[config.mk]
export PLATFORM = sky130hd
export DESIGN_NAME = dccw_bitgen
export DESIGN_NICKNAME = d
export VERILOG_FILES = /design/src/rtl/dccw_pkg.sv /design/src/rtl/dccw_zero_gen.sv /design/src/rtl/dccw_one_gen.sv /design/src/rtl/dccw_bitgen.sv
export SDC_FILE = /design/constraint.sdc
export NUM_CORES = 1
export LEC_CHECK = 0
export ABC_AREA = 1
export BUFFER_PORTS_ARGS = -buffer_cell sky130_fd_sc_hd__buf_2
export CELL_PAD_IN_SITES_DETAIL_PLACEMENT = 0
export CELL_PAD_IN_SITES_GLOBAL_PLACEMENT = 1
export CORE_MARGIN = 5
export CORE_UTILIZATION = 35
export DETAILED_ROUTE_END_ITERATION = 10
export PLACE_DENSITY_LB_ADDON = 0.1
export SLEW_MARGIN = 20
export SYNTH_ARGS = -nofsm -noshare
export SYNTH_HDL_FRONTEND = slang
export SYNTH_HIERARCHICAL = 1
export SYNTH_SLANG_ARGS = --single-unit
[constraint.sdc]
create_clock -name clk -period 8.5 [get_ports clk]
set_input_delay 1.7 -clock clk [delete_from_list [all_inputs] [get_ports clk]]
set_output_delay 1.7 -clock clk [all_outputs]
set_load 0.02 [all_outputs]
[src/rtl/dccw_pkg.sv]
package dccw_pkg;
   // phase of the symmetric one-bit timer
   typedef enum logic {
      HALF_HIGH = 1'b0,
      HALF_LOW  = 1'b1
   } half_e;
endpackage

[src/rtl/dccw_zero_gen.sv]
module dccw_zero_gen #(
   parameter int CW = 9
) (
   input  logic          clk,
   input  logic          rst_n,
   input  logic          run,
   input  logic          sync_n,
   input  logic [CW-1:0] high_len,
   input  logic [CW-1:0] total_len,
   output logic          wave,
   output logic          fall,
   output logic          done
);
   logic [CW-1:0] tot_cnt, hi_cnt, tot_nxt, hi_nxt;
   logic          hi_done;

   assign tot_nxt = tot_cnt + CW'(1);
   assign hi_nxt  = hi_cnt + CW'(1);
   assign fall    = run && !hi_done && (hi_nxt == high_len);
   assign done    = run && (tot_nxt == total_len);

   always_ff @(posedge clk or negedge rst_n) begin
      if (!rst_n) begin
         tot_cnt <= '0;
         hi_cnt  <= '0;
         hi_done <= 1'b0;
         wave    <= 1'b0;          // forced low until the first bit
      end else if (!sync_n) begin
         tot_cnt <= '0;
         hi_cnt  <= '0;
         hi_done <= 1'b0;
         wave    <= 1'b1;
      end else if (run) begin
         tot_cnt <= tot_nxt;
         if (!hi_done) hi_cnt <= hi_nxt;
         if (fall) begin
            wave    <= 1'b0;
            hi_done <= 1'b1;
         end
      end
   end

   AST_ZERO_FALL_FROM_HIGH: assert property (@(posedge clk) disable iff (!rst_n)
      fall |-> wave);
   AST_ZERO_IDLE_HOLD: assert property (@(posedge clk) disable iff (!rst_n)
      (sync_n && !run) |=> ($stable(tot_cnt) && $stable(wave)));
endmodule

[src/rtl/dccw_one_gen.sv]
module dccw_one_gen
   import dccw_pkg::*;
#(
   parameter int CW = 9
) (
   input  logic          clk,
   input  logic          rst_n,
   input  logic          run,
   input  logic          sync_n,
   input  logic [CW-1:0] half_len,
   output logic          wave,
   output logic          fall,
   output logic          done
);
   logic [CW-1:0] cnt, cnt_nxt;
   half_e         phase;
   logic          half_end;

   assign cnt_nxt  = cnt + CW'(1);
   assign half_end = run && (cnt_nxt == half_len);
   assign fall     = half_end && (phase == HALF_HIGH);
   assign done     = half_end && (phase == HALF_LOW);

   always_ff @(posedge clk or negedge rst_n) begin
      if (!rst_n) begin
         cnt   <= '0;
         phase <= HALF_HIGH;
         wave  <= 1'b1;
      end else if (!sync_n) begin
         cnt   <= '0;
         phase <= HALF_HIGH;
         wave  <= 1'b1;
      end else if (run) begin
         if (half_end) begin
            cnt   <= '0;
            phase <= HALF_LOW;
            wave  <= 1'b0;
         end else begin
            cnt <= cnt_nxt;
         end
      end
   end

   AST_ONE_PHASE_WAVE: assert property (@(posedge clk) disable iff (!rst_n)
      (phase == HALF_HIGH) |-> wave);
   AST_ONE_IDLE_HOLD: assert property (@(posedge clk) disable iff (!rst_n)
      (sync_n && !run) |=> ($stable(cnt) && $stable(wave)));
endmodule

[src/rtl/dccw_bitgen.sv]
module dccw_bitgen #(
   parameter int W = 8
) (
   input  logic         clk,
   input  logic         rst_n,
   input  logic         tick,
   input  logic         bit_in,
   input  logic [W-1:0] zero_total,
   input  logic [W-1:0] zero_high,
   input  logic [W-1:0] one_half,
   output logic         dcc_out,
   output logic         rise_stb,
   output logic         fall_stb
);
   localparam int CW = W + 1;

   generate
      if (W < 2 || W > 24) begin : g_bad_width
         $error("dccw_bitgen: W must lie in 2..24");
      end
   endgenerate

   logic          start, cur_bit, boundary, sync_n;
   logic          z_run, o_run, z_wave, o_wave, z_fall, o_fall, z_done, o_done;
   logic [CW-1:0] z_hi_in, z_tot_in, o_half_in;
   logic [CW-1:0] z_hi_eff, z_tot_eff, o_half_eff;
   logic [CW-1:0] z_hi_q, z_tot_q, o_half_q;

   // effective durations: 0 -> 1, zero total at least high + 1
   assign z_hi_in    = {1'b0, zero_high};
   assign z_tot_in   = {1'b0, zero_total};
   assign o_half_in  = {1'b0, one_half};
   assign z_hi_eff   = (zero_high == '0) ? CW'(1) : z_hi_in;
   assign z_tot_eff  = (z_tot_in > z_hi_eff) ? z_tot_in : (z_hi_eff + CW'(1));
   assign o_half_eff = (one_half == '0) ? CW'(1) : o_half_in;

   assign boundary = tick && (start || (cur_bit ? o_done : z_done));
   assign sync_n   = !boundary;
   assign z_run    = tick && !start && !cur_bit;
   assign o_run    = tick && !start && cur_bit;

   always_ff @(posedge clk or negedge rst_n) begin
      if (!rst_n) begin
         start    <= 1'b1;
         cur_bit  <= 1'b0;
         z_hi_q   <= CW'(1);
         z_tot_q  <= CW'(2);
         o_half_q <= CW'(1);
      end else if (boundary) begin
         start    <= 1'b0;
         cur_bit  <= bit_in;
         z_hi_q   <= z_hi_eff;
         z_tot_q  <= z_tot_eff;
         o_half_q <= o_half_eff;
      end
   end

   always_ff @(posedge clk or negedge rst_n) begin
      if (!rst_n) begin
         rise_stb <= 1'b0;
         fall_stb <= 1'b0;
      end else begin
         rise_stb <= boundary;
         fall_stb <= z_fall | o_fall;
      end
   end

   dccw_zero_gen #(.CW(CW)) u_zero (
      .clk(clk), .rst_n(rst_n), .run(z_run), .sync_n(sync_n),
      .high_len(z_hi_q), .total_len(z_tot_q),
      .wave(z_wave), .fall(z_fall), .done(z_done)
   );

   dccw_one_gen #(.CW(CW)) u_one (
      .clk(clk), .rst_n(rst_n), .run(o_run), .sync_n(sync_n),
      .half_len(o_half_q),
      .wave(o_wave), .fall(o_fall), .done(o_done)
   );

   assign dcc_out = z_wave & o_wave;

   AST_RISE_ON_EDGE: assert property (@(posedge clk) disable iff (!rst_n)
      rise_stb |-> (dcc_out && !$past(dcc_out)));
   AST_FALL_ON_EDGE: assert property (@(posedge clk) disable iff (!rst_n)
      fall_stb |-> (!dcc_out && $past(dcc_out)));
   AST_EDGE_HAS_STROBE: assert property (@(posedge clk) disable iff (!rst_n)
      (dcc_out != $past(dcc_out)) |-> (rise_stb || fall_stb));
   AST_STROBES_EXCL: assert property (@(posedge clk) disable iff (!rst_n)
      !(rise_stb && fall_stb));
   AST_NO_TICK_STILL: assert property (@(posedge clk) disable iff (!rst_n)
      !tick |=> $stable(dcc_out));
   AST_SETTINGS_HELD: assert property (@(posedge clk) disable iff (!rst_n)
      !boundary |=> ($stable(z_hi_q) && $stable(z_tot_q) && $stable(o_half_q) && $stable(cur_bit)));
   AST_ZERO_IDLE_HIGH: assert property (@(posedge clk) disable iff (!rst_n)
      (cur_bit && !start) |-> z_wave);
   AST_ONE_IDLE_HIGH: assert property (@(posedge clk) disable iff (!rst_n)
      !cur_bit |-> o_wave);
   AST_START_LOW: assert property (@(posedge clk) disable iff (!rst_n)
      start |-> !dcc_out);
endmodule

==> impl_metrics.tcl, run 1 <==
set metrics [dict create \
    crit_chain "buf_2 -> inv_1 -> nor3_1 -> inv_1 -> a21oi_1 -> nand3_1 -> nor2_1 -> nand3_1 -> nor2_1 -> nand4_2 -> nor2_1 -> nand2_1 -> nand3_1 -> nand2_4 -> inv_1 -> nor2_1 -> nor2_1 -> nand3_2 -> nand2_1" \
    status "complete, no violations" \
    tns_ns 0 \
    synthArstFlopShare 1.00 \
    setup_viol 0 \
    cp-end-kind "flop" \
    synth.distinct_cells 42 \
    syn_area_per_cell_um2 7.19 \
    fp.dieArea_um2 13400 \
    yosysSeqAreaShare 0.385 \
    dp.final_hpwl_um 6880 \
    fin_util 0.404 \
    slew_viol_final 0 \
    cap_viol_max_count 0 \
    post-place-ws_ns 3.24 \
    vias 3360 \
    hold_class "reg -> reg" \
    cts.sinks 60 \
    cp_slowest_cell "nand4_2" \
    path_max_fanout 58 \
    ys.flop_type "dfrtp_1" \
    first_global_vias 3403 \
    cts_tree "yes" \
    postLayoutCellArea_um2 4390 \
    fin_skew_ns 0.0110 \
    n_antenna_cell 0 \
    synth.area.mux_share 0 \
    max_stage_delay_ns 0.37 \
    die_w_um 116 \
    post_cts_buffers 0 \
    grt_setup_unrepaired "no" \
    clock_latency_ns 0.34 \
    syn_to_final_growth_pct 12.3 \
    drtIter0Drc 111 \
    drt-pass1-iter-count 4 \
    drive_above_1_share 0.156 \
    fin_crit_ns 4.54 \
    path_class "in -> reg" \
    cts-resized-gates 0 \
    wl_um 9150 \
    required_ns 8.77 \
    grt_first_pass_wirelength_um 15700 \
    start_util 0.359 \
    gr-total-overflow 0 \
    die_y_um 116 \
    tightest_slew_ns 0.911 \
    cts_root_buffer "clkbuf_8" \
    grt.total_usage 0.148 \
    dpl_cell_area_um2 4190 \
    row_count 38 \
    cts_buffer_depth 2 \
    slew-limit-headroom 0.390 \
    synth_area_um2 3910 \
    antenna_found_initial 0 \
    power.total_w 0.00117 \
    cts_made_buffers 9 \
    cp_common_cell "nor2_1" \
    yosys_warnings 6 \
    cp.arrival_ns 4.81 \
    grt_max_degree 61 \
    synth_top_family_by_area "simple AND/OR/NAND/NOR gates" \
    startpoint_type "input port" \
    ant_nets 0 \
    core-area_um2 10900 \
    pin_count 31 \
    wl_per_cell_um 12.6 \
    pwr_density_cell_nw_per_um2 267 \
    gp_congestion 0.792 \
    synth_compound_area_frac 0.0755 \
    final_nets 619 \
    routed_via_density 4.64 \
    synth_edf_count 0 \
    fmax_mhz 220 \
    p_leak_nw 2.29 \
    peakVddDrop_mv 0.0947 \
    cts-htree-levels 3 \
    synth_xor_area_frac 0.0189 \
    synth_adder_area_share 0.0352 \
    finalCritPeriodShare 0.534 \
    hold_viol 0 \
    drc 0 \
    holdBufCountCts 0 \
    synth-seq-cells 60 \
    cts.clk_slew.worst_paths_ns 0.06 \
    synth_simple_gate_area_frac 0.388 \
    finalWorstSetupSlack_ns 3.96 \
    fillCellCount 1184 \
    syn_inst 544 \
    io_buffers 30 \
]
## worst max-delay path, delay by kind of cell
family	cells	cell delay (ns)
simple gates	14	2.39
buf+inv	4	0.57
compound gates	1	0.13
## flip-flops by register name (all words and copies together), names as in the netlist, 8 cells and up
name / cells
z_tot_q: 9
u_one/cnt: 9
z_hi_q: 8
o_half_q: 8
u_zero/tot_cnt: 9
u_zero/hi_cnt: 9
## worst paths after layout
kind	from	end	slack, ns	depth (start not counted)
min in group asynchronous	rst_n	u_zero/hi_cnt[4]	1.52	2
worst min register to register	u_one/wave	u_one/wave	0.47	2
max in group asynchronous	rst_n	u_zero/tot_cnt[3]	6.46	2
worst min-delay path	u_one/wave	u_one/wave	0.47	2
worst max register to register	u_one/cnt[0]	u_one/cnt[8]	4.77	18
worst max-delay path	tick	u_one/cnt[4]	3.96	19
## Yosys cell counts (all sizes together), types with 2 or more instances
library cell | count | area (µm²)
nand2 | 194 | 761
inv | 81 | 307
nand3 | 64 | 345
dfrtp | 55 | 1380
nor2 | 47 | 234
o21ai | 27 | 143
o22ai | 13 | 81.3
ha | 11 | 138
buf | 7 | 62.6
nand4 | 7 | 80.1
a21oi | 6 | 45.1
nand3b | 6 | 45.0
dfstp | 5 | 131
nor3 | 4 | 20.0
or2 | 3 | 18.8
xor2 | 3 | 33.8
clkbuf | 2 | 7.51
xnor2 | 2 | 17.5
## area by class of cell
type / count / area [µm²] / area share
clock buffer: 9 / 124 / 0.0282
clock inverter: 6 / 80.1 / 0.0182
inverter: 81 / 307 / 0.0698
multi-input combinational: 397 / 2040 / 0.465
sequential: 60 / 1510 / 0.343
tap: 140 / 175 / 0.0399
timing repair buffer: 31 / 158 / 0.0359
## cells by family after synthesis
group	count (synthesis)
buf+inv	90
other cells	1
flops	60
xor+xnor	6
compound gates	49
simple gates	327
fa+ha+maj	11
## stage by stage
| stage | hold WS [ns] | instances |
|---|---|---|
| 3_5_place_dp | 0.461 | 709 |
| 3_3_place_gp | 0.456 | 709 |
| 5_1_grt | 0.500 | 724 |
| 4_1_cts | 0.471 | 724 |
| 6_report | 0.468 | 724 |
| 2_1_floorplan | 0.442 | 547 |
## power by group
group | internal, W | total (W) | switching, W | leakage [nW]
clock network | 0.000161 | 0.000272 | 0.000111 | 0.109
logic | 0.000160 | 0.000406 | 0.000247 | 1.42
registers | 0.000393 | 0.000495 | 0.000102 | 0.762
## layer usage
metal	vias to the layer above	global-route usage	share of wire
met2	33	0.245	0.47
met3	10	0.0329	0.027
met4	0	0.0449	0.015
met5	-	0	0
li1	1789	-	-
met1	1528	0.195	0.49
## cell usage in the layout, fill, tap and decap left out, drive strengths merged
master / instances
a21o: 1
a21oi: 6
and2: 1
buf: 31
bufinv: 2
clkbuf: 9
clkinv: 4
conb: 4
dfrtp: 55
dfstp: 5
ha: 11
inv: 81
nand2: 194
nand3: 64
nand3b: 6
nand4: 7
nor2: 47
nor3: 4
nor4: 1
o21a: 1
o21ai: 27
o21bai: 1
o22ai: 13
or2: 3
xnor2: 2
xnor3: 1
xor2: 3
Power figures use the tool's default switching activity.
==> run 2: changes to the inputs <==
Settings changed: ABC_AREA 1 to 0.
Clock period 8.5 ns to 3.75 ns, I/O delays scaled along.
==> run 2 against run 1 <==
Effect of this change:
- critical path depth down 8
- flip-flop and latch count unchanged
- non-clock buffer count up 6
- combinational power up 140%
- clock power rose to 2.6 times the previous value
- sequential share of layout area up 0.47 points
- hold slack better by 0.013 ns
- critical endpoint is now z_tot_q[6]
==> impl_metrics.tcl, run 2 <==
set metrics [dict create \
    slew_viol_final 0 \
    cts_buffer_depth 2 \
    cts-resized-gates 0 \
    gr-total-overflow 0 \
    fin_skew_ns 0.00790 \
    fmax_mhz 316 \
    final_common_cell "nand2_1" \
    drt-pass1-iter-count 4 \
    clock_latency_ns 0.33 \
    holdBufCountCts 0 \
    startpoint "u_zero/tot_cnt[0]" \
    synth_common_cells "nand2_1, dfrtp_1, xnor2_1, inv_1, and2_1" \
    n_antenna_cell 0 \
    grt_max_degree 61 \
    startpoint_type "flop" \
    synth_compound_area_frac 0.124 \
    wl_um 8720 \
    reg2reg_slack_ns 0.58 \
    die_y_um 114 \
    antenna_found_initial 0 \
    power.share.clock 0.250 \
    post_cts_buffers 0 \
    yosysSeqAreaShare 0.395 \
    dpl_cell_area_um2 4100 \
    ant_nets 0 \
    grt.total_usage 0.143 \
    cp-end-kind "flop" \
    wl_per_cell_um 14.9 \
    fin_hold_ws_ns 0.481 \
    slew-limit-headroom 0.477 \
    synth_simple_gate_area_frac 0.244 \
    hold_viol 0 \
    first_global_vias 2982 \
    pin_count 31 \
    syn_to_final_growth_pct 13.6 \
    drtIter0Drc 104 \
    path_max_fanout 32 \
    ys.flop_type "dfrtp_1" \
    core-area_um2 10700 \
    pwr_density_cell_nw_per_um2 642 \
    synth_top_family_by_area "simple AND/OR/NAND/NOR gates" \
    r2r-start "u_zero/tot_cnt[0]" \
    internal_power_w 0.00180 \
    drive_above_1_share 0.155 \
    hold_class "reg -> reg" \
    die_w_um 114 \
    synth_xor_area_frac 0.146 \
    setup_viol 0 \
    cp.arrival_ns 3.36 \
    routed_via_density 5.06 \
    cts.clk_slew.worst_paths_ns 0.07 \
    p_seq_frac 0.407 \
    fin_crit_ns 3.17 \
    final_nets 479 \
    finalCritPeriodShare 0.845 \
    syn_area_per_cell_um2 9.29 \
    synth_edf_count 0 \
    io_buffers 30 \
    synth_area_leaders "dfrtp_1, xnor2_1, nand2_1" \
    cts_made_buffers 9 \
    cts-htree-levels 3 \
    row_count 38 \
    cts_root_buffer "clkbuf_8" \
    yosys_warnings 6 \
    status "complete, no violations" \
    synth.area.mux_share 0.00557 \
    fp.dieArea_um2 13100 \
    mostFrequentLayoutCells "nand2_1, dfrtp_1, xnor2_1" \
    syn_inst 411 \
    peakVddDrop_mv 0.285 \
    cap_viol_max_count 0 \
    synth-seq-cells 60 \
    p_leak_nw 1.88 \
    synth_adder_area_share 0.0361 \
    yosysMostFrequentCell "nand2_1" \
    postLayoutCellArea_um2 4340 \
    cp-endpoint "z_tot_q[6]" \
    tightest_slew_ns 0.784 \
    switchingPower_w 0.000982 \
    synth.top_cell.area_share 0.361 \
    p_comb_frac 0.344 \
    fillCellCount 1123 \
    gp_congestion 0.819 \
    start_util 0.355 \
    synth_area_um2 3820 \
    vias 2962 \
    tns_ns 0 \
    synth.distinct_cells 62 \
    swShare 0.353 \
    required_ns 3.94 \
    grt_first_pass_wirelength_um 14900 \
    cts_tree "yes" \
    drc 0 \
    yosysTopAreaCell "dfrtp_1" \
    dp.final_hpwl_um 6420 \
    regToRegEndpoint "z_tot_q[6]" \
    cts.sinks 60 \
    r2r_cells 11 \
    fin_util 0.403 \
    synthArstFlopShare 1.00 \
    path_class "reg -> reg" \
    grt_setup_unrepaired "no" \
]
## run 2: cell types whose count changed in the layout (fill, tap and decap cells not counted), sizes merged, moves of 9 or more
cell,delta
o21ai,-9
nand3,-52
xnor2,+45
xor2,+11
and2,+20
nor3b,+9
inv,-59
nand2,-136
o22ai,-12
nor2,-34
## run 2: cell type report
type	count	area (µm²)	area share
multi-input combinational	310	2140	0.493
sequential	60	1510	0.348
timing repair buffer	37	203	0.0468
tap	140	175	0.0404
clock buffer	11	131	0.0303
clock inverter	5	100	0.0231
inverter	22	82.6	0.0190
## run 2: through the flow
stage	setup slack, ns	std cells	power, W
detailed placement	0.603	569	0.00211
global route	0.312	585	0.00301
finish	0.583	585	0.00278
floorplan	0.654	412	0.00189
CTS	0.601	585	0.00283
global placement	0.599	569	0.00211
## run 2: layer usage
metal	GRT usage	up-vias	wire length, µm
met2	0.225	39	4140
met1	0.195	1419	4210
li1	-	1490	-
met3	0.0233	14	192
met5	0	-	0
met4	0.0586	0	166
## run 2: cells by family after synthesis
logic type	Yosys count
buffers and inverters	42
flip-flops	60
AND/OR/NAND/NOR	168
XOR/XNOR	62
adder cells (fa/ha/maj)	11
multiplexers	2
AO/OA/AOI/OAI	65
other	1
## run 2: worst min-delay path by stage
stage | from | endpoint | slack, ns | cells past startpoint
2_1_floorplan | rst_n | cur_bit | 0.45 | 0
3_3_place_gp | u_one/wave | u_one/wave | 0.47 | 2
3_5_place_dp | u_one/wave | u_one/wave | 0.47 | 2
4_1_cts | u_one/wave | u_one/wave | 0.49 | 2
5_1_grt | u_one/wave | u_one/wave | 0.51 | 2
6_report | u_one/wave | u_one/wave | 0.48 | 2
## run 2: critical path: stages, from the launching register on
cell and delay, ns:
dfrtp_1 0.43, ha_1 0.27, and3_1 0.23, and3_4 0.21, xnor2_1 0.12, or4_1 0.51
nor4_1 0.33, mux2_1 0.23, o21ai_4 0.06, buf_4 0.23, a2111oi_0 0.33, a211oi_1 0.08
## run 2: power by group through the flow
stage	clock (W)	sequential, W	combinational (W)
6_report	0.000695	0.00113	0.000956
5_1_grt	0.000746	0.00117	0.00109
4_1_cts	0.000719	0.00114	0.000971
3_5_place_dp	0	0.00114	0.000966
3_3_place_gp	0	0.00115	0.000959
2_1_floorplan	0	0.00104	0.000855
==> run 3: changes to the inputs <==
Clock period 3.75 ns to 2.62 ns, I/O delays scaled along.
==> run 3 against run 2 <==
Effect of this change:
- non-clock buffer count increased by 53
- flip-flop and latch count did not move
- utilization up 7.8 points
- critical endpoint is now u_one/cnt[2]
- sequential power increased by 45%
- global-route usage rose by 1.2 points
- hold slack got worse by 0.30 ns
==> impl_metrics.tcl, run 3 (synthesis gave the netlist of run 2 again) <==
set metrics [dict create \
    reg2reg_slack_ns 0.02 \
    gr-total-overflow 0 \
    wl_per_cell_um 15.6 \
    tightest_slew_ns 0.658 \
    antenna_found_initial 0 \
    r2r_cells 11 \
    hold_viol 0 \
    startpoint_type "flop" \
    peakVddDrop_mv 0.454 \
    row_count 38 \
    cap_viol_max_count 0 \
    drt-pass1-iter-count 4 \
    internal_power_w 0.00289 \
    p_comb_frac 0.432 \
    cts_tree "yes" \
    cts.clk_slew.worst_paths_ns 0.07 \
    cts_buffer_depth 2 \
    syn_to_final_growth_pct 35.6 \
    mostFrequentLayoutCells "dfrtp_1, buf_4, nand2_1" \
    pwr_density_cell_nw_per_um2 874 \
    cp.arrival_ns 2.82 \
    path_buf_inv 2 \
    cp_slowest_cell "or4_4" \
    first_global_vias 3268 \
    gp_congestion 0.829 \
    grt_first_pass_wirelength_um 16100 \
    cp-end-kind "flop" \
    drc 0 \
    path_delay_family "simple AND/OR/NAND/NOR gates" \
    vias 3187 \
    multi_input_area_um2 2440 \
    fin_skew_ns 0.00862 \
    cp_common_cell "and3_4" \
    regToRegEndpoint "u_one/cnt[2]" \
    tns_ns 0 \
    cts.sinks 60 \
    cts-htree-levels 3 \
    drive_above_1_share 0.359 \
    ant_nets 0 \
    slew_viol_final 0 \
    holdBufCountCts 0 \
    power.share.clock 0.207 \
    drtIter0Drc 93 \
    switchingPower_w 0.00164 \
    max_stage_delay_ns 0.54 \
    slew-limit-headroom 0.556 \
    io_buffers 30 \
    cts_made_buffers 9 \
    finalWorstSetupSlack_ns 0.0226 \
    grt_max_degree 61 \
    core-area_um2 10700 \
    p_leak_nw 2.30 \
    power.total_w 0.00453 \
    grt_setup_unrepaired "yes" \
    path_class "reg -> reg" \
    required_ns 2.84 \
    p_seq_frac 0.362 \
    die_w_um 114 \
    die_y_um 114 \
    n_antenna_cell 0 \
    fin_crit_ns 2.60 \
    hold_class "in -> async" \
    fmax_mhz 385 \
    stdcell_count 638 \
    seqCellArea_um2 1510 \
    fin_hold_ws_ns 0.184 \
    wl_um 9970 \
    final_common_cell "dfrtp_1" \
    dp.final_hpwl_um 7020 \
    start_util 0.355 \
    cts_root_buffer "clkbuf_8" \
    fp.dieArea_um2 13100 \
    final_nets 532 \
    crit_chain "ha_4 -> and3_4 -> and3_4 -> xnor2_2 -> or4_4 -> nor4_4 -> mux2_4 -> o21ai_4 -> buf_6 -> buf_12 -> nor3b_4" \
    setup_viol 0 \
    clock_latency_ns 0.34 \
    grt.total_usage 0.154 \
    status "complete, no violations" \
    post-place-ws_ns -0.114 \
    fillCellCount 1064 \
    placed_cells 612 \
    pin_count 31 \
    swShare 0.362 \
    routed_via_density 5.00 \
    finalCritPeriodShare 0.991 \
    path_max_fanout 7 \
    r2r-start "u_zero/tot_cnt[1]" \
]
## run 3: cell count changes in the layout (fill, tap and decap cells not counted), moves of 5 or more
| cell | delta |
|---|---|
| buf_4 | +40 |
| nand2_1 | -13 |
| buf_12 | +5 |
| and2_4 | +9 |
| and2_1 | -9 |
| nand2_2 | +10 |
| xnor2_2 | +5 |
| xnor2_1 | -5 |
## run 3: metal layers
layer  GRT usage  vias up  routed length (µm)
met5           0        -                   0
met4      0.0420        0                 170
met3      0.0375       16                 284
met2       0.253       44                4880
met1       0.204     1532                4640
li1            -     1595                   -
## run 3: metrics by stage
stage,instance area (µm²),utilization
6_report,5180,0.482
5_1_grt,5180,0.482
4_1_cts,4800,0.447
3_5_place_dp,4520,0.420
3_3_place_gp,4520,0.420
2_1_floorplan,3900,-
## run 3: how the worst max path moves through the flow
stage	startpoint	endpoint	slack (ns)	cells after the start
floorplan	u_one/cnt[0]	u_one/cnt[2]	-0.07	14
global placement	zero_high[5]	z_tot_q[6]	-0.12	11
global route	u_zero/tot_cnt[1]	u_one/cnt[3]	-0.13	12
detailed placement	u_zero/tot_cnt[1]	z_tot_q[6]	-0.11	11
CTS	u_one/cnt[0]	u_one/cnt[5]	-0.01	11
finish	u_zero/tot_cnt[1]	u_one/cnt[2]	0.02	11
## run 3: cell type report
type / instances / share of cell area
clock buffer: 11 / 0.0273
inverter: 22 / 0.0164
timing repair buffer: 90 / 0.145
clock inverter: 5 / 0.0145
sequential: 60 / 0.292
tap: 140 / 0.0338
multi-input combinational: 310 / 0.471
## run 3: timing repair
action | CTS | global route
resized for setup | 12 | 61
endpoints found under the setup margin | 45 | 58
pin swaps | 1 | 19
setup buffers | 2 | 2
cloned | 0 | 6
## run 3: power groups by stage
stage               registers [W]  clock network (W)  logic, W
floorplan                 0.00150                  0   0.00129
global placement          0.00163                  0   0.00164
detailed placement        0.00163                  0   0.00167
CTS                       0.00162           0.000974   0.00173
global route              0.00169            0.00101   0.00219
finish                    0.00164           0.000935   0.00195
